--- config.mk ---
export PLATFORM = sky130hd
export DESIGN_NAME = blitAddrGen
export DESIGN_NICKNAME = d
export VERILOG_FILES = /design/src/rtl/blit_pkg.sv /design/src/rtl/blit_chan.sv /design/src/rtl/blit_dp.sv /design/src/rtl/blit_ctrl.sv /design/src/rtl/blitAddrGen.sv
export SDC_FILE = /design/constraint.sdc
export NUM_CORES = 2
export LEC_CHECK = 0
export ABC_AREA = 1
export CORE_MARGIN = 10
export CORE_UTILIZATION = 40
export DETAILED_ROUTE_END_ITERATION = 7
export GPL_TIMING_DRIVEN = 0
export PLACE_DENSITY = 0.64
export SYNTH_ARGS = -nofsm -noshare
export SYNTH_HDL_FRONTEND = slang
export SYNTH_SLANG_ARGS = --single-unit
--- constraint.sdc ---
create_clock -name clk -period 12.6 [get_ports clk]
set_input_delay 2.52 -clock clk [delete_from_list [all_inputs] [get_ports clk]]
set_output_delay 2.52 -clock clk [all_outputs]
set_load 0.02 [all_outputs]
--- src/rtl/blit_pkg.sv ---
package blit_pkg;
  // Strobes issued by the sequencer to the address datapath
  typedef struct packed {
    logic load;     // capture start addresses and direction
    logic stepCol;  // advance one byte along the current row
    logic stepRow;  // return to row start and move one pitch
  } blitStrobe_t;

  typedef enum logic [0:0] {ST_IDLE, ST_RUN} blitState_t;
endpackage

--- src/rtl/blit_chan.sv ---
module blit_chan import blit_pkg::*; #(
  parameter int COORD_W = 12,
  parameter int BPP_W   = 3,
  parameter int PITCH_W = 14,
  parameter int ADDR_W  = 24
) (
  input  logic               clk,
  input  logic               rstN,
  input  blitStrobe_t        strb,
  input  logic [COORD_W-1:0] posX,
  input  logic [COORD_W-1:0] posY,
  input  logic [COORD_W-1:0] width,
  input  logic [COORD_W-1:0] height,
  input  logic [BPP_W-1:0]   bpp,
  input  logic [PITCH_W:0]   pitch,
  input  logic               decX,
  input  logic               decY,
  output logic [ADDR_W-1:0]  addr
);
  logic [ADDR_W-1:0] xBytes, spanBytes, colStart, yEff, rowBase, startAddr;
  logic [ADDR_W-1:0] pitchA, rowStart, curAddr, nextRow;

  always_comb begin
    pitchA    = ADDR_W'(pitch);
    xBytes    = ADDR_W'(posX) * ADDR_W'(bpp);
    spanBytes = ADDR_W'(width) * ADDR_W'(bpp);
    colStart  = decX ? (xBytes + spanBytes - ADDR_W'(1)) : xBytes;
    yEff      = decY ? (ADDR_W'(posY) + ADDR_W'(height) - ADDR_W'(1)) : ADDR_W'(posY);
    rowBase   = yEff * pitchA;
    startAddr = rowBase + colStart;
    nextRow   = decY ? (rowStart - pitchA) : (rowStart + pitchA);
  end

  always_ff @(posedge clk) begin
    if (!rstN) begin
      rowStart <= '0;
      curAddr  <= '0;
    end else if (strb.load) begin
      rowStart <= startAddr;
      curAddr  <= startAddr;
    end else if (strb.stepRow) begin
      rowStart <= nextRow;
      curAddr  <= nextRow;
    end else if (strb.stepCol) begin
      curAddr  <= decX ? (curAddr - ADDR_W'(1)) : (curAddr + ADDR_W'(1));
    end
  end

  assign addr = curAddr;
endmodule

--- src/rtl/blit_dp.sv ---
module blit_dp import blit_pkg::*; #(
  parameter int COORD_W = 12,
  parameter int BPP_W   = 3,
  parameter int PITCH_W = 14,
  parameter int ADDR_W  = 24
) (
  input  logic               clk,
  input  logic               rstN,
  input  blitStrobe_t        strb,
  input  logic [COORD_W-1:0] srcX,
  input  logic [COORD_W-1:0] srcY,
  input  logic [COORD_W-1:0] dstX,
  input  logic [COORD_W-1:0] dstY,
  input  logic [COORD_W-1:0] width,
  input  logic [COORD_W-1:0] height,
  input  logic [BPP_W-1:0]   bpp,
  input  logic [PITCH_W-1:0] pitchM1,
  input  logic [1:0]         dir,
  output logic [ADDR_W-1:0]  srcAddr,
  output logic [ADDR_W-1:0]  dstAddr
);
  localparam int NCHAN = 2;

  logic [1:0]         dirR, dirNow;
  logic [PITCH_W:0]   pitchR, pitchNow;
  logic [COORD_W-1:0] chX [NCHAN];
  logic [COORD_W-1:0] chY [NCHAN];
  logic [ADDR_W-1:0]  chAddr [NCHAN];

  // Live values feed the start calculation, held copies feed the stepping
  always_comb begin
    dirNow   = strb.load ? dir : dirR;
    pitchNow = strb.load ? ({1'b0, pitchM1} + (PITCH_W+1)'(1)) : pitchR;
    chX[0] = srcX; chY[0] = srcY;
    chX[1] = dstX; chY[1] = dstY;
  end

  always_ff @(posedge clk) begin
    if (!rstN) begin
      dirR   <= '0;
      pitchR <= '0;
    end else if (strb.load) begin
      dirR   <= dir;
      pitchR <= pitchNow;
    end
  end

  for (genvar g = 0; g < NCHAN; g++) begin : g_chan
    blit_chan #(
      .COORD_W(COORD_W), .BPP_W(BPP_W), .PITCH_W(PITCH_W), .ADDR_W(ADDR_W)
    ) u_chan (
      .clk(clk), .rstN(rstN), .strb(strb),
      .posX(chX[g]), .posY(chY[g]), .width(width), .height(height), .bpp(bpp),
      .pitch(pitchNow), .decX(dirNow[0]), .decY(dirNow[1]),
      .addr(chAddr[g])
    );
  end

  assign srcAddr = chAddr[0];
  assign dstAddr = chAddr[1];
endmodule

--- src/rtl/blit_ctrl.sv ---
module blit_ctrl import blit_pkg::*; #(
  parameter int COORD_W = 12,
  parameter int BPP_W   = 3
) (
  input  logic               clk,
  input  logic               rstN,
  input  logic               start,
  input  logic [COORD_W-1:0] width,
  input  logic [COORD_W-1:0] height,
  input  logic [BPP_W-1:0]   bpp,
  output blitStrobe_t        strb,
  output logic               addrValid,
  output logic               done
);
  localparam int SPAN_W = COORD_W + BPP_W;

  blitState_t        state;
  logic [SPAN_W-1:0] spanBytes, spanM1, xCnt, xReload;
  logic [COORD_W-1:0] yCnt;
  logic              zeroSize, accept, running, lastCol, lastRow;

  always_comb begin
    spanBytes = {{BPP_W{1'b0}}, width} * {{COORD_W{1'b0}}, bpp};
    spanM1    = spanBytes - SPAN_W'(1);
    zeroSize  = (width == '0) || (height == '0) || (bpp == '0);
    running   = (state == ST_RUN);
    accept    = start && !running;
    lastCol   = (xCnt == '0);
    lastRow   = (yCnt == '0);
    strb.load    = accept && !zeroSize;
    strb.stepCol = running && !lastCol;
    strb.stepRow = running && lastCol && !lastRow;
  end

  always_ff @(posedge clk) begin
    if (!rstN) begin
      state   <= ST_IDLE;
      xCnt    <= '0;
      xReload <= '0;
      yCnt    <= '0;
      done    <= 1'b0;
    end else begin
      done <= 1'b0;
      if (accept) begin
        if (zeroSize) begin
          done <= 1'b1;
        end else begin
          state   <= ST_RUN;
          xCnt    <= spanM1;
          xReload <= spanM1;
          yCnt    <= height - COORD_W'(1);
        end
      end else if (running) begin
        if (!lastCol) begin
          xCnt <= xCnt - SPAN_W'(1);
        end else if (!lastRow) begin
          xCnt <= xReload;
          yCnt <= yCnt - COORD_W'(1);
        end else begin
          state <= ST_IDLE;
          done  <= 1'b1;
        end
      end
    end
  end

  assign addrValid = running;
endmodule

--- src/rtl/blitAddrGen.sv ---
module blitAddrGen import blit_pkg::*; #(
  parameter int COORD_W = 12,
  parameter int BPP_W   = 3,
  parameter int PITCH_W = 14,
  parameter int ADDR_W  = 24
) (
  input  logic               clk,
  input  logic               rstN,
  input  logic               start,
  input  logic [COORD_W-1:0] srcX,
  input  logic [COORD_W-1:0] srcY,
  input  logic [COORD_W-1:0] dstX,
  input  logic [COORD_W-1:0] dstY,
  input  logic [COORD_W-1:0] width,
  input  logic [COORD_W-1:0] height,
  input  logic [BPP_W-1:0]   bpp,
  input  logic [PITCH_W-1:0] pitchM1,
  input  logic [1:0]         dir,
  output logic               addrValid,
  output logic [ADDR_W-1:0]  srcAddr,
  output logic [ADDR_W-1:0]  dstAddr,
  output logic               done
);
  blitStrobe_t strb;

  blit_ctrl #(.COORD_W(COORD_W), .BPP_W(BPP_W)) u_ctrl (
    .clk(clk), .rstN(rstN), .start(start),
    .width(width), .height(height), .bpp(bpp),
    .strb(strb), .addrValid(addrValid), .done(done)
  );

  blit_dp #(
    .COORD_W(COORD_W), .BPP_W(BPP_W), .PITCH_W(PITCH_W), .ADDR_W(ADDR_W)
  ) u_dp (
    .clk(clk), .rstN(rstN), .strb(strb),
    .srcX(srcX), .srcY(srcY), .dstX(dstX), .dstY(dstY),
    .width(width), .height(height), .bpp(bpp),
    .pitchM1(pitchM1), .dir(dir),
    .srcAddr(srcAddr), .dstAddr(dstAddr)
  );
endmodule

# After elaboration in Yosys (flattened, before gate mapping)
# Cells that the tools add are included.
[classes] bitwise_logic=1 mul=6 addsub=23 n_eq_ne=3 mux=40 n_reduce_logical=23
[op_table] cell="24-bit 2-to-1 mux" n=18
[op_table] cell="15-bit 2-to-1 mux" n=6
[op_table] cell="12-bit by 3-bit multiplier with 15-bit output" n=4
[op_table] cell="12-bit 2-to-1 mux" n=5
[op_table] cell="24-bit by 1-bit adder with 24-bit output (second input constant)" n=2
[op_table] cell="24-bit by 15-bit adder with 24-bit output" n=2
[op_table] cell="24-bit adder" n=2
[op_table] cell="24-bit by 15-bit multiplier with 24-bit output" n=2
[op_table] cell="24-bit by 1-bit subtractor with 24-bit output (second input constant)" n=2
[op_table] cell="24-bit by 15-bit subtractor with 24-bit output" n=2
[op_table] cell="12-bit logical NOT" n=3
[op_table] cell="16-bit by 1-bit subtractor with 17-bit output (second input constant)" n=2
[op_table] cell="15-bit by 15-bit adder with 16-bit output" n=2
[op_table] cell="15-bit by 1-bit subtractor with 15-bit output (second input constant)" n=2
[op_table] cell="13-bit by 1-bit subtractor with 14-bit output (second input constant)" n=2
[op_table] cell="12-bit by 12-bit adder with 13-bit output" n=2
[op_table] cell="12-bit by 1-bit subtractor with 12-bit output (second input constant)" n=2
[op_table] cell="14-bit by 1-bit adder with 15-bit output (second input constant)" n=1
[op_table] cell="15-bit logical NOT" n=1
[op_table] cell="1-bit 2-to-1 mux" n=10
[op_table] cell="2-bit nonzero test" n=3
[op_table] cell="1-bit logical AND" n=5
[op_table] cell="1-bit logical NOT" n=4
[op_table] cell="4-bit AND reduction" n=1
[op_table] cell="10 further kinds" n=11
[word_totals] inputBits=94 output_inout_bits=50 word_cells=107 register_bits=157

# Depth between registers and ports, before layout
[depth] ltp_word=10 mapped_depth=50

# Cells and area by module
# Synthesis repeated with hierarchy kept, for this count alone.
[hier_totals] hier_cells=5345 area_unflattened_um2=36840.3
[by_module_without_submodules] module="blit_chan at u_dp.g_chan[0].u_chan" seq_area_each_um2=960.9 instances=1 area_each_um2=15849.0 cells_per_inst=2258
[by_module_without_submodules] module="blit_chan at u_dp.g_chan[1].u_chan" seq_area_each_um2=960.9 instances=1 area_each_um2=15678.8 cells_per_inst=2234
[by_module_without_submodules] module="blit_ctrl" seq_area_each_um2=880.8 instances=1 area_each_um2=4311.6 cells_per_inst=697
[by_module_without_submodules] module="blit_dp" seq_area_each_um2=340.3 instances=1 area_each_um2=1001.0 cells_per_inst=156

# Least setup slack after synthesis
# OpenSTA, ideal clock, no wires.
[synth_timing] path_kind="in2reg" startpoint="in bpp[0]" endpoint="reg u_dp.g_chan[0].u_chan.rowStart[22]" path_buffers=2 arrival_ns=10.352 required_time_ns=12.484 cell_stages=43 setup_slack_ns=2.132 path_cell_list="clkbuf_1 clkbuf_1 nand2_1 fa_1 inv_1 ha_1 inv_1 fa_1 o21ai_0 a21oi_1 o21bai_1 a21oi_1 o21ai_0 a21oi_1 o21bai_1 nand2_1 nand2_1 a21oi_1 [7 not listed] inv_1 fa_1 fa_1 inv_1 fa_1 inv_1 ha_1 nand2_1 nor4_1 nand3_1 nand3_1 a21oi_1 o21bai_1 a21oi_1 o21ai_0 nand3_1 o211ai_1 inv_1"
[synth_between] elab_chain_cells=9
[synth_rtl] item="from (decl)" line_no="blitAddrGen.sv:16" source="input logic [BPP_W-1:0] bpp,"
[synth_rtl] item="branches (longest 9 deep; another with 24-bit adder)"
[synth_rtl] item="to (signal assigned)" line_no="blit_chan.sv:39" source="rowStart <= startAddr;"
[synth_rtl] item="to (signal assigned)" line_no="blit_chan.sv:42" source="rowStart <= nextRow;"
[synth_rtl] item="to (decl)" line_no="blit_chan.sv:21" source="logic [ADDR_W-1:0] pitchA, rowStart, curAddr, nextRow;"
# Parallel ways; which one is timed is not known. The select of a mux whose other input is x is not followed.
# A chain may end at the register's enable or synchronous reset.

# Final worst setup path
[layout_timing] startpoint="in bpp[0]" endpoint="reg u_dp.g_chan[1].u_chan.rowStart[23]"
[layout_between] elab_chain_cells=9
[layout_rtl] item="branches (longest 9 deep; another with 24-bit adder)"
[layout_rtl] item="to (signal assigned)" line_no="blit_chan.sv:39"
[layout_rtl] item="to (signal assigned)" line_no="blit_chan.sv:42"
[layout_rtl] item="to (decl)" line_no="blit_chan.sv:21"
# Parallel ways; which one is timed is not known. The select of a mux whose other input is x is not followed.

==> impl_results.md <==
* DR iter-0 viols at 3273
* Avg WL per Cell at 19.9 µm
* Final period util at 95.1%
* CTS clk-pin slew, worst paths at 70 ps
* Worst-Skew Late Latency at 460 ps
* Mapped Cells at 4843
* Critical Path End Type: register
* Number of top-level pins at 144
* Layout Skew at 10.1 ps
* Post-synth ARST share at 0%
* Slew Limit Fails at 3
* FMAX at 83.4 MHz
* Failing checks: capacitance limit, slew limit
* Largest cells by area after synthesis: fa_1 (25%), ha_1 (14%), inv_1 (11%), nand2_1 (9.7%), dfxtp_1 (9.1%)
* H-tree depth at 4
* Core area at 0.0854 mm²
* CP dominant cell by count: inv_1
* Startpoint types: input pin
* Post-synthesis register bit count at 157
* Netlist cell types at 67
* Drt pass-1 iters at 6
* Hold path depth at 2
* Top delay family on crit path: adder cells
* Main synth FF type: dfxtp_1
* Worst hold path class: reg -> reg
* Final core occ at 44.6%
* Synthesized Nets at 5748
* Gr ovfl total at 0
* Die H at 314 µm
* DR vias/cell at 5.32
* Layout cells sized above 1 at 3.63%
* Clock Path Buffers at 2
* Data required, critical path at 12990 ps
* Number of global-route vias before repair at 32300
* Via count at 32800
* Crit Path Category: in -> reg
* Post-Syn Area per Cell at 7.13 µm²
* Initial Utilization at 40.4%
* Die area at 0.0985 mm²
* # DRC at 0
* Min cycle time layout at 11990 ps
* Final setup violation count at 0
* First-pass GRT wire length at 188 mm
* Largest net degree at the start of global routing at 42
* Nets at 5912
* Worst Path Buf+Inv at 12
* RSZ-0062 raised after global routing: yes
* Least-Margin Pin Slew at 1610 ps
* WP data arrival at 12380 ps
* Commonest non-fill, non-tap cell in the layout: inv_1
* PnR worst setup slack at 612 ps
* Final Hold Viols at 0
* WL final at 122 mm
* Hold_buf cts at 0
* Rows at 107
* Area grow syn2layout at 10.3%
* Post-synthesis cell type with the largest combined area: fa_1
* Overall Global Routing Usage at 24.5%
* CTS root buf: clkbuf_16
* Sink Count at 157
* Post-synth EDFFs at 0
* Total CTS buffers at 17
* Critical path peak fanout at 10
* Max-cap violations at 1
* Post-DP HPWL at 104 mm
* Crit. path cell count at 45
* Ys Warns at 0
* GP Congestion at 0.975
* Outcome: finished, violations left
* Post-Syn Area at 0.0345 mm²
* IO buf count at 141
* Most frequent cells in the layout: inv_1 (1010), nand2_1 (892), nor2_1 (450)
* Worst slew margin at -8.22%
* Post-synth top area share at 25.2%
* Routed Antenna Nets at 0
* CP max stage cell: clkdlybuf4s50_1
* Die width at 314 µm
* Largest stage delay, worst path at 560 ps
* Initial antenna violation count at 5
* Post-route setup TNS at 0 ps
* Reg2Reg Depth at 32
* Post-Place Worst Slack at -828 ps
* Sequential cell area fraction in the yosys report at 9.10%
* CTS tree: done
==> worst reg2reg max path: cells and delay by family, from the launching register on <==
kind                     cells  cell delay, ps
AO/OA/AOI/OAI                8            2600
adder cells (fa/ha/maj)      7            3320
buffers and inverters        8            1460
AND/OR/NAND/NOR              9            1720
flip-flops                   1             400
==> cells by family (layout without fill, tap and decap cells) <==
kind of cell	count (synthesis)	count (layout)	share of synthesized area [%]
AOI/OAI and AO/OA	849	849	14.0
xor gates and xnor gates	204	204	5.20
and+or+nand+nor	1653	1653	19.9
DFF	157	157	9.10
buffers and inverters	1166	1343	12.9
adders and majority gates	811	811	38.8
muxes	3	3	0.0870
other	0	3	0
==> state kept, by name, indices dropped and copies added (netlist names) <==
signal                       count
u_ctrl.xReload                  15
u_dp.g_chan.u_chan.rowStart     48
u_ctrl.xCnt                     15
u_ctrl.addrValid                 1
u_dp.dirR                        2
u_dp.pitchR                     15
u_ctrl.done                      1
u_dp.g_chan.u_chan.addr         48
u_ctrl.yCnt                     12
==> through the flow <==
stage          instances  cell area [µm²]  hold slack [ps]
5_1_grt             6166            38100              485
3_5_place_dp        6129            37400              449
2_1_floorplan       4843            34500              430
3_3_place_gp        6128            37400              443
6_report            6167            38100              457
4_1_cts             6161            38000              460
==> worst paths after layout <==
check	slack, ps	startpoint	end
max	610	bpp[0]	u_dp.g_chan[1].u_chan.rowStart[23]
min	460	u_ctrl.xReload[3]	u_ctrl.xReload[3]
max reg2reg	2990	u_ctrl.addrValid	u_dp.g_chan[0].u_chan.rowStart[18]
min reg2reg	460	u_ctrl.xReload[3]	u_ctrl.xReload[3]
==> metal layers <==
metal / routed length [µm] / global-route usage [%] / up-vias
li1: - / - / 15500
met1: 53600 / 34.1 / 15700
met2: 52800 / 38.0 / 1418
met3: 11900 / 4.30 / 200
met4: 4220 / 7.90 / 0
met5: 0 / 0 / -
==> synthesized netlist by cell type (all sizes together), types with 6 or more instances <==
master and n:
fa 434, a211oi 11, a31oi 54, a21o 11
nor3 40, clkbuf 91, ha 377, or2 21
dfxtp 157, nor2 461, buf 40, clkinv 6
o221ai 6, inv 1029, o21ai 333, a21oi 315
nand3 159, nor4 16, xnor2 83, nand4 26
xor2 121, a221oi 8, a21boi 8, nand3b 12
o211ai 46, o21bai 23, nand2 910, o21a 8
==> final cells by class <==
| class | count | area [µm²] |
|---|---|---|
| multi-input cells | 3520 | 27000 |
| diodes | 3 | 7.51 |
| repair buffers | 145 | 1470 |
| plain buffers | 131 | 583 |
| inverters | 1035 | 3900 |
| clock buffers | 17 | 425 |
| clock inverters | 15 | 158 |
| well taps | 1144 | 1430 |
| flip-flops and latches | 157 | 3140 |
| fillers | 8956 | 47300 |
==> what timing repair did <==
action                                  in CTS  in global routing
pin swaps                                    0                  0
gates resized for setup                      4                 24
buffers inserted                             0                  3
endpoints found under the setup margin      10                 28
Power is left out: the tool's default activity adds up to more than one toggle a clock period on the data nets, which glitch-free logic cannot reach.
